`src/rtl/gpio_pair_pkg.sv`:
```
package gpio_pair_pkg;
    localparam int ADDR_W = 3;

    typedef enum logic [ADDR_W-1:0] {
        REG_INPUT  = 3'd0,
        REG_OUTPUT = 3'd1,
        REG_DIR    = 3'd2,
        REG_PULL   = 3'd3,
        REG_EDGE   = 3'd4,
        REG_IEN    = 3'd5,
        REG_FLAG   = 3'd6,
        REG_CTRL   = 3'd7
    } gpio_reg_e;
endpackage

```
`src/rtl/gpio_in_sync.sv`:
```
module gpio_in_sync #(
    parameter int W = 16
) (
    input  logic         clk,
    input  logic         rst_n,
    input  logic         hold,
    input  logic [W-1:0] raw_in,
    output logic [W-1:0] sync_o,
    output logic [W-1:0] rise_o,
    output logic [W-1:0] fall_o
);
    typedef struct packed {
        logic [W-1:0] s1;
        logic [W-1:0] s2;
        logic [W-1:0] prev;
    } sync_t;

    sync_t st_d, st_q;

    always_comb begin
        st_d      = st_q;
        st_d.s1   = raw_in;
        st_d.s2   = st_q.s1;
        st_d.prev = st_q.s2;
    end

    always_ff @(posedge clk or negedge rst_n) begin
        if (!rst_n) st_q <= '0;
        else        st_q <= st_d;
    end

    assign sync_o = st_q.s2;
    assign rise_o = hold ? '0 : (st_q.s2 & ~st_q.prev);
    assign fall_o = hold ? '0 : (~st_q.s2 & st_q.prev);

    // no transition is reported while held
    p_hold_quiet_r10: assert property (@(posedge clk) disable iff (!rst_n)
        hold |-> ((rise_o | fall_o) == '0));
endmodule

```
`src/rtl/gpio_reg_file.sv`:
```
module gpio_reg_file
    import gpio_pair_pkg::*;
#(
    parameter int PORT_W = 8,
    localparam int DW = 2 * PORT_W
) (
    input  logic              clk,
    input  logic              rst_n,
    input  logic              bus_sel,
    input  logic              bus_wr,
    input  logic [ADDR_W-1:0] bus_addr,
    input  logic [1:0]        bus_be,
    input  logic [DW-1:0]     bus_wdata,
    output logic [DW-1:0]     bus_rdata,
    input  logic [DW-1:0]     sync_in,
    input  logic [DW-1:0]     rise_in,
    input  logic [DW-1:0]     fall_in,
    output logic [DW-1:0]     out_o,
    output logic [DW-1:0]     dir_o,
    output logic [DW-1:0]     pull_o,
    output logic [DW-1:0]     ien_o,
    output logic [DW-1:0]     flag_o,
    output logic              lock_o
);
    typedef struct packed {
        logic [DW-1:0] outv;
        logic [DW-1:0] dir;
        logic [DW-1:0] pull;
        logic [DW-1:0] edge_sel;
        logic [DW-1:0] ien;
        logic [DW-1:0] flag;
        logic          locked_n;
    } regs_t;

    regs_t r_d, r_q;
    gpio_reg_e     reg_sel;
    logic          wr_en;
    logic [DW-1:0] bmask;
    logic [DW-1:0] merged_w;
    logic [DW-1:0] hit_edge;
    logic [DW-1:0] clr_v;

    assign reg_sel  = gpio_reg_e'(bus_addr);
    assign wr_en    = bus_sel & bus_wr;
    assign bmask    = {{PORT_W{bus_be[1]}}, {PORT_W{bus_be[0]}}};
    assign hit_edge = (rise_in & ~r_q.edge_sel) | (fall_in & r_q.edge_sel);

    always_comb begin
        r_d   = r_q;
        clr_v = '0;
        if (wr_en) begin
            unique case (reg_sel)
                REG_OUTPUT: r_d.outv     = (r_q.outv & ~bmask) | (bus_wdata & bmask);
                REG_DIR:    r_d.dir      = (r_q.dir & ~bmask) | (bus_wdata & bmask);
                REG_PULL:   r_d.pull     = (r_q.pull & ~bmask) | (bus_wdata & bmask);
                REG_EDGE:   r_d.edge_sel = (r_q.edge_sel & ~bmask) | (bus_wdata & bmask);
                REG_IEN:    r_d.ien      = (r_q.ien & ~bmask) | (bus_wdata & bmask);
                REG_FLAG:   clr_v        = bus_wdata & bmask;
                REG_CTRL: begin
                    if (bus_be[0] && bus_wdata[0]) r_d.locked_n = 1'b1;
                end
                default: ;
            endcase
        end
        r_d.flag = (r_q.flag & ~clr_v) | (hit_edge & r_q.ien);
    end

    always_ff @(posedge clk or negedge rst_n) begin
        if (!rst_n) r_q <= '0;
        else        r_q <= r_d;
    end

    always_comb begin
        merged_w  = '0;
        bus_rdata = '0;
        if (bus_sel && !bus_wr) begin
            unique case (reg_sel)
                REG_INPUT:  bus_rdata = sync_in;
                REG_OUTPUT: bus_rdata = r_q.outv;
                REG_DIR:    bus_rdata = r_q.dir;
                REG_PULL:   bus_rdata = r_q.pull;
                REG_EDGE:   bus_rdata = r_q.edge_sel;
                REG_IEN:    bus_rdata = r_q.ien;
                REG_FLAG:   bus_rdata = r_q.flag;
                REG_CTRL: begin
                    merged_w[0] = ~r_q.locked_n;
                    bus_rdata   = merged_w;
                end
                default: ;
            endcase
        end
    end

    assign out_o  = r_q.outv;
    assign dir_o  = r_q.dir;
    assign pull_o = r_q.pull;
    assign ien_o  = r_q.ien;
    assign flag_o = r_q.flag;
    assign lock_o = ~r_q.locked_n;

    // once cleared the lock never returns without reset
    p_lock_sticky_r3: assert property (@(posedge clk) disable iff (!rst_n)
        !lock_o |=> !lock_o);
    // a flag can only rise where the enable was set
    p_flag_needs_ien_r8: assert property (@(posedge clk) disable iff (!rst_n)
        ((flag_o & ~$past(flag_o) & ~$past(r_q.ien)) == '0));
    // a qualifying transition always leaves its flag set
    p_set_wins_r9: assert property (@(posedge clk) disable iff (!rst_n)
        1'b1 |=> ((flag_o & $past(hit_edge & r_q.ien)) == $past(hit_edge & r_q.ien)));
    // no new flag is raised from a locked cycle
    p_locked_no_flag_r10: assert property (@(posedge clk) disable iff (!rst_n)
        lock_o |=> ((flag_o & ~$past(flag_o)) == '0));
endmodule

```
`src/rtl/gpio_pin_drive.sv`:
```
module gpio_pin_drive #(
    parameter int W = 16
) (
    input  logic         lock,
    input  logic [W-1:0] outv,
    input  logic [W-1:0] dir,
    input  logic [W-1:0] pull,
    output logic [W-1:0] pin_out,
    output logic [W-1:0] pin_oe,
    output logic [W-1:0] pin_pull_en,
    output logic [W-1:0] pin_pull_up
);
    logic [W-1:0] pen_v;

    always_comb begin
        pen_v = pull & ~dir;
        if (lock) begin
            pin_out     = '0;
            pin_oe      = '0;
            pin_pull_en = '0;
            pin_pull_up = '0;
        end else begin
            pin_out     = outv;
            pin_oe      = dir;
            pin_pull_en = pen_v;
            pin_pull_up = outv & pen_v;
        end
    end
endmodule

```
`src/rtl/gpio_pair_ctrl.sv`:
```
module gpio_pair_ctrl
    import gpio_pair_pkg::*;
#(
    parameter int PORT_W = 8,
    localparam int DW = 2 * PORT_W
) (
    input  logic              clk,
    input  logic              rst_n,
    input  logic              bus_sel,
    input  logic              bus_wr,
    input  logic [ADDR_W-1:0] bus_addr,
    input  logic [1:0]        bus_be,
    input  logic [DW-1:0]     bus_wdata,
    output logic [DW-1:0]     bus_rdata,
    input  logic [DW-1:0]     pin_in,
    output logic [DW-1:0]     pin_out,
    output logic [DW-1:0]     pin_oe,
    output logic [DW-1:0]     pin_pull_en,
    output logic [DW-1:0]     pin_pull_up,
    output logic              irq
);
    logic [DW-1:0] sync_v, rise_v, fall_v;
    logic [DW-1:0] outv, dir, pull, ien, flag;
    logic          lock;

    gpio_in_sync #(.W(DW)) u_sync (
        .clk    (clk),
        .rst_n  (rst_n),
        .hold   (lock),
        .raw_in (pin_in),
        .sync_o (sync_v),
        .rise_o (rise_v),
        .fall_o (fall_v)
    );

    gpio_reg_file #(.PORT_W(PORT_W)) u_regs (
        .clk       (clk),
        .rst_n     (rst_n),
        .bus_sel   (bus_sel),
        .bus_wr    (bus_wr),
        .bus_addr  (bus_addr),
        .bus_be    (bus_be),
        .bus_wdata (bus_wdata),
        .bus_rdata (bus_rdata),
        .sync_in   (sync_v),
        .rise_in   (rise_v),
        .fall_in   (fall_v),
        .out_o     (outv),
        .dir_o     (dir),
        .pull_o    (pull),
        .ien_o     (ien),
        .flag_o    (flag),
        .lock_o    (lock)
    );

    gpio_pin_drive #(.W(DW)) u_drive (
        .lock        (lock),
        .outv        (outv),
        .dir         (dir),
        .pull        (pull),
        .pin_out     (pin_out),
        .pin_oe      (pin_oe),
        .pin_pull_en (pin_pull_en),
        .pin_pull_up (pin_pull_up)
    );

    assign irq = |(flag & ien);

    // a locked controller drives nothing onto the pads
    p_locked_hiz_r2: assert property (@(posedge clk) disable iff (!rst_n)
        lock |-> (pin_oe == '0 && pin_pull_en == '0 && pin_out == '0));
    // pulls never coexist with an enabled driver
    p_pull_inputs_only_r5: assert property (@(posedge clk) disable iff (!rst_n)
        ((pin_pull_en & pin_oe) == '0));
    // pull-up only where a pull is enabled
    p_pullup_needs_en_r5: assert property (@(posedge clk) disable iff (!rst_n)
        ((pin_pull_up & ~pin_pull_en) == '0));
endmodule

```
`config.mk`:
```
export PLATFORM = sky130hd
export DESIGN_NAME = gpio_pair_ctrl
export DESIGN_NICKNAME = d
export VERILOG_FILES = /design/src/rtl/gpio_pair_pkg.sv /design/src/rtl/gpio_in_sync.sv /design/src/rtl/gpio_reg_file.sv /design/src/rtl/gpio_pin_drive.sv /design/src/rtl/gpio_pair_ctrl.sv
export SDC_FILE = /design/constraint.sdc
export NUM_CORES = 1
export LEC_CHECK = 0
export ABC_AREA = 1
export BUFFER_PORTS_ARGS = -buffer_cell sky130_fd_sc_hd__buf_2
export CORE_UTILIZATION = 60
export DETAILED_ROUTE_END_ITERATION = 12
export HOLD_SLACK_MARGIN = 0.05
export PLACE_DENSITY = 0.88
export SYNTH_ARGS = -nofsm -noshare
export SYNTH_HDL_FRONTEND = slang
export SYNTH_HIERARCHICAL = 1
export SYNTH_SLANG_ARGS = --single-unit
```
`constraint.sdc`:
```
create_clock -name clk -period 2.8 [get_ports clk]
set_clock_uncertainty 0.05 [all_clocks]
set_input_delay 0.42 -clock clk [delete_from_list [all_inputs] [get_ports clk]]
set_output_delay 0.42 -clock clk [all_outputs]
set_load 0.1 [all_outputs]
```
=== Yosys cells after proc, flatten, opt, wreduce, memory -nomap -nowiden ===
Index checks and enable logic that the tools add are counted.

* Register bits after elaboration: 145
* Bits of input ports: 41
* Output and inout bits: 81
* Logic and storage cells: 68

* Equality and inequality tests: 7
* Mux-type cells: 10
* Bitwise gates (word level): 30
* Reduce and logical (&&, ||, !) cells: 11

{| class="wikitable"
|+ Operators by type and width
! cell !! count
|-
| 16-bit AND || 15
|-
| 16-bit two-way mux || 9
|-
| 16-bit case mux with 8 select lines || 1
|-
| 16-bit bitwise OR || 7
|-
| 16-bit inverter || 6
|-
| 16-bit OR reduction || 1
|-
| 3-bit == test, second input constant || 4
|-
| 2-bit AND reduction || 5
|-
| 3-bit by 2-bit == test with 1-bit output, second input constant || 2
|-
| 3-bit by 1-bit == test with 1-bit output, second input constant || 1
|-
| 3-bit zero test || 1
|-
| 3-bit AND reduction || 1
|-
| 1-bit logical AND || 2
|-
| 1-bit AND || 1
|-
| 1-bit zero test || 1
|-
| 1-bit inverter || 1
|}

=== Depth between registers and ports, before layout ===
* Depth in word-level cells: 7
* Depth in mapped cells: 8
* Gate-level depth less buffers: 7

=== Hierarchy ===
The synthesis kept the hierarchy.

{| class="wikitable"
|+ By module, submodules not included
! module !! times used !! cells each !! area an instance (sq um) !! seq. area each (sq um)
|-
| gpio_reg_file || 1 || 696 || 5758.0 || 2427.3
|-
| gpio_in_sync || 1 || 163 || 1715.4 || 1201.2
|-
| gpio_pin_drive || 1 || 118 || 483.0 || 0.0
|-
| gpio_pair_ctrl || 1 || 35 || 133.9 || 0.0
|}

=== Worst setup path after synthesis ===
Ideal clock, no wire load.

* Kind: input to output
* Start: in bus_addr[1]
* End: out bus_rdata[10]
* Data arrival time: 2562 ps
* Data required time: 2330 ps
* Setup slack: -232 ps
* Stages on the path: 7
* Buffers on the path: 2
* Cell sequence: buf_4 nor2_8 buf_2 nand3_1 nand2_1 nor2_1 a21oi_1

* Cells in the longest elaborated chain, start to end: 3
* Elaborated cells on any way between the ends: 10
* Classes of those cells: 7 x eq/ne; 2 x mux; 1 x reduce/logical

{| class="wikitable"
|+ RTL lines
! item !! line !! RTL
|-
| start, declared || gpio_pair_ctrl.sv:11 || <nowiki>input logic [ADDR_W-1:0] bus_addr,</nowiki>
|-
| 3-bit == test (tied with other cells) || gpio_reg_file.sv:77 || <nowiki>unique case (reg_sel)</nowiki>
|-
| 16-bit case mux with 8 select lines * || gpio_reg_file.sv:77 ||
|-
| 16-bit two-way mux * || gpio_reg_file.sv:76 || <nowiki>if (bus_sel && !bus_wr) begin</nowiki>
|-
| end, declared || gpio_pair_ctrl.sv:14 || <nowiki>output logic [DW-1:0] bus_rdata,</nowiki>
|}

Every way passes the cells marked *; elsewhere a longest branch is shown, timed or not.

=== Worst setup path in the final report ===
* Start: in bus_addr[0]
* End: out bus_rdata[5]

The elaborated chain is that of the path after synthesis.

==> impl_metrics.json <==
{
  "grt_pass1_wl_mm": 33.50,
  "vdd_drop_max_mv": 0.4247,
  "initial_core_util_pct": 61.34,
  "combPwrFrac_pct": 29.8,
  "setup_viol": 0,
  "fin_ws_ps": 363.8,
  "grt_pass1_vias": 6543,
  "areaGrowthSynthToFinish_pct": 11.66,
  "grt_use_total_pct": 31.21,
  "synth_cells": 1012,
  "wl_per_cell_um": 16.54,
  "die_x_um": 118.1,
  "syn_area_sq_mm": 0.008090,
  "fin_crit_ps": 2436,
  "sw_frac_of_total_pct": 38.77,
  "hp-class": "input port to flop",
  "avgSynthCellArea_sq_um": 7.994,
  "yosys_warnings": 6,
  "maxCapViolCount": 0,
  "place_ws_ps": 457.5,
  "drt-total-wl_mm": 20.39,
  "synth_nets": 1053,
  "num_antenna_cells": 0,
  "r2r-end": "u_regs/flag_o[3]",
  "tns_ps": 0,
  "gp_congestion": 0.8855,
  "clock_latency_ps": 420,
  "grt_max_degree": 71,
  "cpMaxStageDelayCell": "clkinv_1",
  "hold_depth": 3,
  "ys_ff_latch": 145,
  "htreeDepth": 4,
  "post-route-util_pct": 68.49,
  "drc": 0,
  "ys_seq_area_share_pct": 44.85,
  "cts.clk_slew.worst_paths_ps": 50,
  "cts.root.buffer_cell": "clkbuf_16",
  "critPathLaunch": "bus_addr[0]",
  "num_rows": 42,
  "io_buffers": 121,
  "critPathKind": "input port to output pin",
  "dr.pass1.iters": 6,
  "clock_path_buffers": 2,
  "tightest_slew_ps": 660.8,
  "final_max_slew_viol_count": 0,
  "r2r-start": "u_regs/r_q[0]",
  "dieArea_sq_mm": 0.01395,
  "critPathCaptureType": "output pin",
  "regArea_sq_mm": 0.003628,
  "cts_buffers": 17,
  "core_sq_mm": 0.01319,
  "nFillCells": 1031,
  "initialDrtViolationCount": 990,
  "grt_overflow_total": 0,
  "p_clk_share_pct": 34.6,
  "postRouteAntennaNets": 0,
  "p_sw_w": 0.002897,
  "power_per_cell_area_mw_per_mm2": 827.1,
  "vias": 6962,
  "fmax_mhz": 410.5,
  "hpwl_mm": 13.62,
  "via_per_inst": 5.646,
  "crit_chain": "buf_2, nor2_8, nand2_4, clkinv_1, nor2_1, a21oi_2, buf_2",
  "io_pins": 122,
  "status": "finished clean",
  "worstSetupStartpointType": "input port",
  "placed_area_sq_mm": 0.008178,
  "design_area_sq_mm": 0.009034,
  "critPathMostFrequentCell": "buf_2",
  "fin_crit_sh_pct": 87.01,
  "rsz0062_at_grt": "no",
  "cts_sinks": 145,
  "rrSetupSlack_ps": 1300,
  "power_frac_seq_pct": 35.6,
  "critPathCapture": "bus_rdata[5]",
  "reg2reg_depth": 5,
  "intPower_w": 0.004575,
  "die_y_um": 118.1,
  "antenna_found_initial": 1,
  "layout_common_cells": "213 x nand2_1, 145 x dfrtp_1, 114 x buf_2",
  "hold_viol": 0,
  "cpPeakStageDelay_ps": 400,
  "cts_tree": "yes",
  "p_total_w": 0.007472,
  "relSlewSlack_pct": 55.95,
  "num-nets-final": 1086,
  "yosysUniqueCellTypes": 28,
  "crit_required_ps": 2330,
  "leakage_nw": 4.778,
  "layout_commonest_cell": "nand2_1",
  "drive_above_1_share_pct": 21.57,
  "worstPathArrival_ps": 1970,
  "multi_input_area_sq_mm": 0.003029,
  "post_cts_buffers": 0,
  "worstPathMaxFanout": 18
}
[synthesized netlist by cell type (all sizes together)]
library cell	n	share of area [%]
buf	139	13
o2bb2ai	1	0.11
clkinv	2	0.15
nor2	121	6.1
dfrtp	145	45
nor3	3	0.60
inv	114	5.3
nand3	25	1.7
nand2	225	11
o21ai	131	8.8
mux2i	16	2.0
nand4	73	5.6
clkbuf	4	0.19
a21oi	12	0.74
o31ai	1	0.093
[layer usage]
| layer | part of all wire [%] | up-vias | routed length (um) | GRT usage (%) |
|---|---|---|---|---|
| met5 | 0.064 | - | 13 | 0 |
| met4 | 2.9 | 2 | 601 | 14.90 |
| met3 | 12 | 69 | 2363 | 7.461 |
| met1 | 41 | 3185 | 8310 | 42.63 |
| li1 | - | 3229 | - | - |
| met2 | 45 | 477 | 9098 | 46.95 |
[worst max-delay path, delay by kind of cell]
family / cells / cell delay [ps]
buffers and inverters: 3 / 890
AO/OA/AOI/OAI: 1 / 100
AND/OR/NAND/NOR: 3 / 530
[how the worst min path moves through the flow]
stage | slack [ps] | end | start
global route | 180 | flop | bus_wdata[3]
detailed placement | 280 | u_sync/sync_o[0] | u_sync/st_d[16]
finish | 180 | flop | bus_wdata[3]
CTS | 50 | u_sync/st_d[29] | pin_in[13]
floorplan | 70 | asynchronous set/reset pin | rst_n
global placement | 280 | u_sync/sync_o[8] | u_sync/st_d[24]
[final cells by class]
| class | count | share of cell area (%) |
|---|---|---|
| timing repair buffer | 157 | 11.37 |
| multi-input combinational | 608 | 33.53 |
| sequential | 145 | 40.17 |
| clock inverter | 9 | 2.230 |
| inverter | 116 | 4.903 |
| clock buffer | 22 | 5.360 |
| tap | 176 | 2.438 |
[cells by family after synthesis]
| family | after synthesis | synth area share (%) |
|---|---|---|
| muxes | 16 | 1.980 |
| AOI/OAI and AO/OA | 145 | 9.743 |
| DFF | 145 | 44.85 |
| buffers and inverters | 259 | 18.39 |
| and+or+nand+nor | 447 | 25.04 |
[power groups by stage]
stage | clock [W] | sequential [W] | combinational (W)
2_1_floorplan | 0 | 0.00257 | 0.00210
3_3_place_gp | 0 | 0.00267 | 0.00214
3_5_place_dp | 0 | 0.00268 | 0.00218
4_1_cts | 0.00262 | 0.00265 | 0.00222
5_1_grt | 0.00272 | 0.00269 | 0.00236
6_report | 0.00258 | 0.00266 | 0.00223
[per-stage QoR]
stage | hold WS, ps | cells
floorplan | 74.41 | 1012
global placement | 281.9 | 1185
detailed placement | 284.7 | 1185
CTS | 53.94 | 1232
global route | 181.2 | 1233
finish | 181.9 | 1233
[repair_timing]
action | CTS | global route
hold buffers | 16 | 1
hold endpoints to repair | 81 | 1
resized for setup | 0 | 0
Power figures use the tool's default switching activity.
